### src/rtl/skip_pkg.sv
package skip_pkg;

  localparam int unsigned INSTR_W = 14;

  // Opcode prefixes used by the classifier
  localparam logic [3:0]  OPC_BIT_CLR  = 4'b0110;   // instr[13:10]
  localparam logic [3:0]  OPC_BIT_SET  = 4'b0111;   // instr[13:10]
  localparam logic [5:0]  OPC_DEC_Z    = 6'b001011; // instr[13:8]
  localparam logic [5:0]  OPC_INC_Z    = 6'b001111; // instr[13:8]
  localparam logic [5:0]  OPC_INC_EQC  = 6'b110100; // instr[13:8]
  localparam logic [13:0] OPC_PORT_AND = 14'h0003;  // exact match

  typedef struct packed {
    logic bit_clr;
    logic bit_set;
    logic dec_z;
    logic inc_z;
    logic port_and;
    logic inc_eqc;
  } skip_class_t;

endpackage

### src/rtl/skip_classify.sv
module skip_classify
  import skip_pkg::*;
#(
  parameter int unsigned DATA_W = 8,
  localparam int unsigned SEL_W = $clog2(DATA_W)
) (
  input  logic               clk,
  input  logic               rst_n,
  input  logic [INSTR_W-1:0] instr,
  output skip_class_t        cls,
  output logic [SEL_W-1:0]   bit_sel
);

  logic [3:0] top4;
  logic [5:0] top6;

  assign top4 = instr[13:10];
  assign top6 = instr[13:8];

  always_comb begin
    cls          = '0;
    cls.bit_clr  = (top4 == OPC_BIT_CLR);
    cls.bit_set  = (top4 == OPC_BIT_SET);
    cls.dec_z    = (top6 == OPC_DEC_Z);
    cls.inc_z    = (top6 == OPC_INC_Z);
    cls.inc_eqc  = (top6 == OPC_INC_EQC);
    cls.port_and = (instr == OPC_PORT_AND);
  end

  // Bit position field sits just above the 7-bit register address
  assign bit_sel = instr[7 +: SEL_W];

  // Decoded classes are mutually exclusive (supports R7: one decision per word)
  p_class_exclusive_r7: assert property (@(posedge clk) disable iff (!rst_n)
    $onehot0(cls));

endmodule

### src/rtl/skip_evaluate.sv
module skip_evaluate
  import skip_pkg::*;
#(
  parameter int unsigned DATA_W   = 8,
  parameter int unsigned MAX_SKIP = 2,
  localparam int unsigned SEL_W   = $clog2(DATA_W),
  localparam int unsigned CNT_W   = $clog2(MAX_SKIP + 1)
) (
  input  logic              clk,
  input  logic              rst_n,
  input  skip_class_t       cls,
  input  logic [SEL_W-1:0]  bit_sel,
  input  logic [DATA_W-1:0] operand,
  input  logic [DATA_W-1:0] port_b,
  input  logic [DATA_W-1:0] port_c,
  output logic [CNT_W-1:0]  decision
);

  localparam logic [DATA_W-1:0] ONE = DATA_W'(1);

  logic [DATA_W-1:0] dec_val;
  logic [DATA_W-1:0] inc_val;
  logic [DATA_W-1:0] port_mix;
  logic              sel_bit;
  logic              cond_single;
  logic              cond_double;

  // Wrapping modular arithmetic on the operand
  assign dec_val  = operand - ONE;
  assign inc_val  = operand + ONE;
  assign port_mix = port_b & port_c;

  // Bit multiplexer built per position
  logic [DATA_W-1:0] bit_hit;
  generate
    for (genvar g = 0; g < DATA_W; g++) begin : g_bitmux
      assign bit_hit[g] = (bit_sel == SEL_W'(g)) & operand[g];
    end
  endgenerate
  assign sel_bit = |bit_hit;

  always_comb begin
    cond_single = 1'b0;
    if (cls.bit_clr) cond_single = ~sel_bit;
    if (cls.bit_set) cond_single = sel_bit;
    if (cls.dec_z)   cond_single = (dec_val == '0);
    if (cls.inc_z)   cond_single = (inc_val == '0);
    if (cls.inc_eqc) cond_single = (inc_val == port_c);
  end

  assign cond_double = cls.port_and & (port_mix == '0);

  always_comb begin
    decision = '0;
    if (cond_double)      decision = CNT_W'(MAX_SKIP);
    else if (cond_single) decision = CNT_W'(1);
  end

  // A two-slot decision only comes from the port-AND instruction
  p_double_only_portand_r5: assert property (@(posedge clk) disable iff (!rst_n)
    (decision == CNT_W'(MAX_SKIP)) |-> cls.port_and);

endmodule

### src/rtl/skip_squash_ctrl.sv
module skip_squash_ctrl #(
  parameter int unsigned MAX_SKIP = 2,
  localparam int unsigned CNT_W   = $clog2(MAX_SKIP + 1)
) (
  input  logic             clk,
  input  logic             rst_n,
  input  logic             valid,
  input  logic [CNT_W-1:0] decision,
  output logic             accept,
  output logic [CNT_W-1:0] pending
);

  logic [CNT_W-1:0] pending_q;

  assign accept  = valid && (pending_q == '0);
  assign pending = pending_q;

  always_ff @(posedge clk) begin
    if (!rst_n) begin
      pending_q <= '0;
    end else if (valid) begin
      if (pending_q != '0) pending_q <= pending_q - CNT_W'(1);
      else                 pending_q <= decision;
    end
  end

  // Idle cycles leave the pending squash untouched
  p_idle_keeps_pending_r9: assert property (@(posedge clk) disable iff (!rst_n)
    !valid |=> $stable(pending_q));

  p_pending_range_r5: assert property (@(posedge clk) disable iff (!rst_n)
    pending_q <= CNT_W'(MAX_SKIP));

endmodule

### src/rtl/skip_unit.sv
module skip_unit
  import skip_pkg::*;
#(
  parameter int unsigned DATA_W   = 8,
  parameter int unsigned MAX_SKIP = 2,
  localparam int unsigned SEL_W   = $clog2(DATA_W),
  localparam int unsigned CNT_W   = $clog2(MAX_SKIP + 1)
) (
  input  logic               clk,
  input  logic               rst_n,
  input  logic               instr_valid,
  input  logic [INSTR_W-1:0] instr,
  input  logic [DATA_W-1:0]  file_operand,
  input  logic [DATA_W-1:0]  portb_val,
  input  logic [DATA_W-1:0]  portc_val,
  output logic [CNT_W-1:0]   skip_cnt
);

  skip_class_t      cls;
  logic [SEL_W-1:0] bit_sel;
  logic [CNT_W-1:0] decision;
  logic             accept;
  logic [CNT_W-1:0] pending;
  logic [CNT_W-1:0] skip_q;

  skip_classify #(.DATA_W(DATA_W)) u_classify (
    .clk     (clk),
    .rst_n   (rst_n),
    .instr   (instr),
    .cls     (cls),
    .bit_sel (bit_sel)
  );

  skip_evaluate #(.DATA_W(DATA_W), .MAX_SKIP(MAX_SKIP)) u_evaluate (
    .clk      (clk),
    .rst_n    (rst_n),
    .cls      (cls),
    .bit_sel  (bit_sel),
    .operand  (file_operand),
    .port_b   (portb_val),
    .port_c   (portc_val),
    .decision (decision)
  );

  skip_squash_ctrl #(.MAX_SKIP(MAX_SKIP)) u_squash (
    .clk      (clk),
    .rst_n    (rst_n),
    .valid    (instr_valid),
    .decision (decision),
    .accept   (accept),
    .pending  (pending)
  );

  always_ff @(posedge clk) begin
    if (!rst_n)      skip_q <= '0;
    else if (accept) skip_q <= decision;
    else             skip_q <= '0;
  end

  assign skip_cnt = skip_q;

  p_cnt_range_r5: assert property (@(posedge clk) disable iff (!rst_n)
    skip_q <= CNT_W'(MAX_SKIP));

  p_idle_zero_r8: assert property (@(posedge clk) disable iff (!rst_n)
    !instr_valid |=> (skip_q == '0));

  p_squashed_silent_r9: assert property (@(posedge clk) disable iff (!rst_n)
    (instr_valid && pending != '0) |=> (skip_q == '0));

  p_count_matches_pending_r9: assert property (@(posedge clk) disable iff (!rst_n)
    (skip_q != '0) |-> (pending == skip_q));

endmodule

### config.mk
export PLATFORM = sky130hd
export DESIGN_NAME = skip_unit
export DESIGN_NICKNAME = d
export VERILOG_FILES = /design/src/rtl/skip_pkg.sv /design/src/rtl/skip_classify.sv /design/src/rtl/skip_evaluate.sv /design/src/rtl/skip_squash_ctrl.sv /design/src/rtl/skip_unit.sv
export SDC_FILE = /design/constraint.sdc
export NUM_CORES = 1
export LEC_CHECK = 0
export BUFFER_PORTS_ARGS = -buffer_cell sky130_fd_sc_hd__buf_2
export CAP_MARGIN = 20
export CORE_UTILIZATION = 43
export CTS_CLUSTER_SIZE = 24
export DETAILED_ROUTE_END_ITERATION = 12
export PLACE_DENSITY = 0.82
export SYNTH_ARGS = -nofsm -noshare
export SYNTH_HDL_FRONTEND = slang
export SYNTH_HIERARCHICAL = 1
export SYNTH_SLANG_ARGS = --single-unit
### constraint.sdc
create_clock -name clk -period 2.9 [get_ports clk]
set_input_delay 0.58 -clock clk [delete_from_list [all_inputs] [get_ports clk]]
set_output_delay 0.58 -clock clk [all_outputs]
set_load 0.005 [all_outputs]
* Word-level counts from Yosys, hierarchy flattened
Cells that the tools add are included.
Storage, ports and cells: output and inout port bits 2, flip-flop bits (word level) 4, input port bits 41
Operators by class: reductions and logical operators 9, equal/unequal tests 14, bitwise gates (word level) 11, mux-type cells 8, $add $sub $neg 3
Operators by type and width (number):
- 8-bit logical NOT | 3
- 14-bit by 2-bit == test with 1-bit output, second input constant | 1
- 3-bit == test, second input constant | 4
- 6-bit by 4-bit == test with 1-bit output, second input constant | 2
- 1-bit AND | 9
- 8-bit by 1-bit adder with 8-bit output, second input constant | 1
- 8-bit AND | 1
- 4-bit by 3-bit == test with 1-bit output, second input constant | 2
- 8-bit == test | 1
- 8-bit OR reduction | 1
- 8-bit by 1-bit subtractor with 8-bit output, second input constant | 1
- 3-bit by 2-bit == test with 1-bit output, second input constant | 2
- 6-bit == test, second input constant | 1
- 1-bit 2-to-1 mux | 6
- 2-bit 2-to-1 mux | 2
- 3-bit by 1-bit == test with 1-bit output, second input constant | 1
- 3-bit logical NOT | 1
- 2-bit logical NOT | 1
- 2-bit AND reduction | 1
- 2-bit nonzero test | 1
- 2-bit by 1-bit subtractor with 2-bit output, second input constant | 1
- 1-bit logical AND | 1
- 1-bit inverter | 1

* Longest topological paths before layout
word-level depth 12, mapped depth 10, depth with buffers taken out 10

* Modules after synthesis
The synthesis kept the hierarchy.
By module, submodules not included:
- skip_evaluate | cells each 64, times used 1, sequential area each 0.0 sq um, area an instance 488.0 sq um
- skip_classify | cells each 17, times used 1, sequential area each 0.0 sq um, area an instance 113.9 sq um
- skip_squash_ctrl | cells each 10, times used 1, sequential area each 40.0 sq um, area an instance 95.1 sq um
- skip_unit | cells each 4, times used 1, sequential area each 40.0 sq um, area an instance 52.6 sq um

* Worst setup path before layout
No wires, ideal clock.
path type input to register, start in instr[7], end reg u_squash.pending_q[0], in the netlist u_squash/pending[0], setup slack 532 ps, cell stages on the path 10, buffers on the path 1, data arrival time 2310 ps, cell sequence buf_4 -> mux4_2 -> mux2i_1 -> mux2i_1 -> or3_1 -> a311oi_1 -> a41o_1 -> o21ai_0 -> mux2i_1 -> and2_1
Between the ends: word-level cells in the longest chain between the ends 12, elaborated cells on any way between the ends 28, classes of those cells eq/ne (8); mux (8); bitwise (10); reduce/logical (2)
RTL lines:
- start: declaration | line skip_unit.sv:12 | input logic [INSTR_W-1:0] instr,
- 3-bit by 1-bit == test with 1-bit output, or another cell as far along | line skip_evaluate.sv:37 | assign bit_hit[g] = (bit_sel == SEL_W'(g)) & operand[g];
- 1-bit AND | line skip_evaluate.sv:37
- 8-bit OR reduction | line skip_evaluate.sv:40 | assign sel_bit = |bit_hit;
- 1-bit inverter | line skip_evaluate.sv:44 | if (cls.bit_clr) cond_single = ~sel_bit;
- 1-bit 2-to-1 mux | line skip_evaluate.sv:44
- 1-bit 2-to-1 mux | line skip_evaluate.sv:45 | if (cls.bit_set) cond_single = sel_bit;
- 1-bit 2-to-1 mux | line skip_evaluate.sv:46 | if (cls.dec_z) cond_single = (dec_val == '0);
- 1-bit 2-to-1 mux | line skip_evaluate.sv:47 | if (cls.inc_z) cond_single = (inc_val == '0);
- 1-bit 2-to-1 mux | line skip_evaluate.sv:48 | if (cls.inc_eqc) cond_single = (inc_val == port_c);
- 1-bit 2-to-1 mux | line skip_evaluate.sv:56 | else if (cond_single) decision = CNT_W'(1);
- 2-bit 2-to-1 mux (*) | line skip_evaluate.sv:55 | if (cond_double) decision = CNT_W'(MAX_SKIP);
- via decision[0] | line skip_unit.sv:21 | logic [CNT_W-1:0] decision;
- 2-bit 2-to-1 mux (*) | line skip_squash_ctrl.sv:22 | if (pending_q != '0) pending_q <= pending_q - CNT_W'(1);
- end signal: assignment | line skip_squash_ctrl.sv:22
- end signal: assignment | line skip_squash_ctrl.sv:23 | else pending_q <= decision;
- end: declaration | line skip_squash_ctrl.sv:13 | logic [CNT_W-1:0] pending_q;
The timed path passes the listed nets; every way through them passes the cells marked *. A chain may end at the register's enable or synchronous reset.

* Worst setup path after layout
start in file_operand[3], end reg u_squash.pending_q[0], in the netlist u_squash/pending[0]
Between the ends: word-level cells in the longest chain between the ends 11, elaborated cells on any way between the ends 16, classes of those cells add/sub (2); eq/ne (1); mux (8); bitwise (2); reduce/logical (3)
RTL lines:
- start: declaration | line skip_unit.sv:13 | input logic [DATA_W-1:0] file_operand,
- parallel branches: the longest is 7 deep, another holds 8-bit by 1-bit subtractor with 8-bit output
- 1-bit 2-to-1 mux (*) | line skip_evaluate.sv:48
- 1-bit 2-to-1 mux (*) | line skip_evaluate.sv:56
- 2-bit 2-to-1 mux (*) | line skip_evaluate.sv:55
- via decision[0] | line skip_unit.sv:21
- 2-bit 2-to-1 mux (*) | line skip_squash_ctrl.sv:22
Mark *: on every way through the listed nets, which the timed path passes.

==> key figures <==
Status
  – Status: finished, violations left
  – Violated checks: design-rule violations

GRT
  – GRT Residual Overflow: 0
  – GR Util All Layers: a little under a quarter
  – Largest net degree at the start of global routing: 11
  – Number of global-route vias before repair: ~830
  – First-pass GRT wire length: around 3.3 mm
  – Initial antenna violation count: 0

Clock network
  – CTS tree: yes
  – CTS sink count: 4
  – CTS buffer count: 3
  – Clock transition at the registers of the reported paths: ~0.04 ns
  – Post-CTS Setup Inserts: 0
  – CTS resizes: 0
  – CTS Buffer Depth: 2
  – Clock Root Buffer: clkbuf_4
  – CTS H-tree lvls: 1
  – Cts-stage hold buffer count: 0
  – Worst-skew pair later-pin latency: 0.24 ns

Synth
  – Mean cell area of the mapped netlist: 7.89 um^2
  – Synth Warn #: 6
  – Post-synth cell types: 40
  – Area fraction of the dominant cell type after synthesis: approximately a tenth
  – Multiplexer share of the synthesized area: a little under an eighth
  – Post-Synthesis Cells: between 90 and 100
  – Largest family of logic cells by synthesized area: simple AND/OR/NAND/NOR gates
  – Sequential area share after synthesis: 10.7%
  – Post-synthesis adder-cell area fraction: under 10%
  – Synth area leaders: dfxtp_1, xor2_1, ha_1, mux4_2, mux2i_1
  – Number of synthesized flops with an enable pin: 0
  – Post-Synth XOR/XNOR Area: 12.9%
  – Mapped cell area: about 750 um^2
  – Post-Synth Simple-Gate Area: between 30% and 40%
  – Synth async-reset ratio: 0%
  – Leading area contributor after synthesis: dfxtp_1
  – Complex-gate fraction of the synthesized area: 12.0%
  – Post-Synthesis Net Count: 140
  – Synthesized flop and latch total: 4
  – Synth Flop Type: dfxtp_1

Setup path
  – Worst Reg-to-Reg Cells: 3
  – WS Path Type: input port to register
  – Crit-path cells: buf_2, mux4_2, mux2i_1, mux2i_1, or3_1, a311oi_1, a41o_1, o21ai_0, mux2i_1, and2_1
  – R2R Path Start: u_squash/pending[1]
  – Crit end category: register
  – Most frequent CP cell: mux2i_1
  – Buf+Inv Stages, Crit Path: 1
  – Slowest-stage cell, CP: mux4_2
  – Worst Path Required: 3.08 ns
  – Worst path max stage delay: about 0.47 ns
  – Crit-path max FO: 10
  – Critical path arrival: 2.50 ns
  – Reg2reg setup slack: ~2.0 ns
  – Crit-path leading delay family: multiplexers
  – Startpoint type of the worst setup path: input port
  – FF-to-FF End: u_squash/pending[1]

Power and ir drop
  – Lkg Pwr: between 0.4 and 0.5 nW
  – VDD IR max: ~0.11 mV
  – PD cells: ~230 mW/mm^2

Final layout
  – Layout Nets: approximately 180
  – Commonest non-fill, non-tap cell in the layout: buf_2
  – Antenna cells: 0
  – Fraction of layout cells with a size suffix above 1: between 30% and 40%
  – Most frequent cells in the layout: buf_2, nor2_1, nand2_1, xor2_1
  – Area growth, synth to finish: 28.2%
  – Non-Filler Instances: ~150

Routing
  – Top layer reached by signal wires: met4
  – Met3 wire length: between 90 and 100 um
  – Met1 WL: 813 um
  – Routed WL: between 1.5 and 2 mm
  – Vias: between 800 and 900
  – Iter 0 DRT Violations: 26
  – ANT nets after route: 0
  – Vias/cell: just under 6
  – Detailed Routing Iterations Pass 1: 8
  – Drt drc: 2
  – Routed len/inst: approximately 13 um
  – WL met2: roughly 1000 um

Floorplanning
  – Die area: between 0.0015 and 0.002 mm^2
  – # IOs: 43
  – Core Rows: 14
  – Core Area: 0.00156 mm^2
  – Die height: ~44 um
  – Initial Utilization: around half
  – Die width: about 44 um

STA
  – RSZ-0062 raised after global routing: false
  – Setup_tns: 0 ns
  – Slew headroom: around 80%
  – Final slew viol count: 0
  – Final hold violation count: 0
  – Fin crit share: about four fifths
  – Final Setup Violations: 0
  – Max Freq: approximately 430 MHz
  – Worst Skew: roughly 0.0041 ns
  – Tmin final: 2.32 ns
  – Actual slew at the worst max-slew pin: roughly 0.3 ns

Worst hold path
  – Worst hold start: u_squash/pending[1]
  – Hold WC Path Type: register to register
  – Hold Path End: u_squash/pending[1]
  – Hold Crit Depth: 2

Placement
  – HPWL Detailed: roughly 1.7 mm
  – Placed insts: about 150
  – Placer Congestion: 0.830
  – PortBufs: between 40 and 50

Flow run
  – Total of max-cap violations: 0
[sequential cells by signal, summed over array words and instances, names as in the netlist]
| name | count |
|---|---|
| skip_cnt | 2 |
| u_squash/pending | 2 |
[Yosys cell counts, types with 2 or more instances]
master	n
nor3_1	5
mux4_2	2
o21ai_0	5
and4_1	2
buf_4	4
nand2_1	9
ha_1	4
mux2i_1	4
nor4_1	2
nor2b_1	2
nand3_1	2
nor2_1	9
xor2_1	7
nand4b_1	2
and3_1	2
dfxtp_1	4
inv_1	2
xnor2_1	4
nand2b_1	2
and2_1	2
[worst max-delay path by stage]
stage,startpoint,to,slack (ns),depth (start not counted)
after global placement,instr[7],u_squash/pending[0],0.45,10
after global routing,instr[7],u_squash/pending[0],0.45,10
final,file_operand[3],u_squash/pending[0],0.58,10
after floorplan,instr[7],u_squash/pending[0],0.53,10
after detailed placement,instr[7],u_squash/pending[0],0.34,10
after CTS,instr[7],u_squash/pending[0],0.59,10
[worst reg2reg max path: stages, from the launching register on]
cell and delay (ns):
dfxtp_1 0.35, and4bb_2 0.25, a21oi_1 0.12, nor2b_1 0.06
[report_power, final]
part	switching (mW)	leakage, nW	internal [mW]	total (mW)
clock	0.0232	0.0138	0.0463	0.0695
sequential	0.000257	0.0322	0.0558	0.0560
combinational	0.0466	0.414	0.0483	0.0949
total	0.0701	0.460	0.150	0.220
[stage by stage]
step           power, mW  instance area (um^2)  hold WS [ns]  worst slack [ns]  utilization (%)
2_1_floorplan      0.108                   749         0.506             0.532                -
3_3_place_gp       0.148                   938         0.535             0.448             60.2
3_5_place_dp       0.151                   938         0.538             0.337             60.2
4_1_cts            0.224                   961         0.544             0.595             61.6
5_1_grt            0.240                   961         0.583             0.450             61.6
6_report           0.220                   961         0.555             0.584             61.6
[final cells by class]
type	count	area [um^2]
multi-input cells	84	621
fillers	152	598
repair buffers	42	210
flip-flops and latches	4	80.1
clock buffers	3	22.5
well taps	16	20.0
inverters	2	7.51
[metal layers]
layer,vias up,GRT usage (%)
met5,-,0
met4,0,11.9
met3,6,1.67
met2,30,40.0
met1,402,27.7
li1,434,-
[logic make-up (layout without fill, tap and decap cells)]
family,count (synthesis),in the layout
simple gates,50,50
compound gates,13,13
xor+xnor,11,11
buf+inv,7,47
mux,6,6
fa+ha+maj,4,4
flops,4,4
Note: power is estimated with default switching activity, not from simulation.
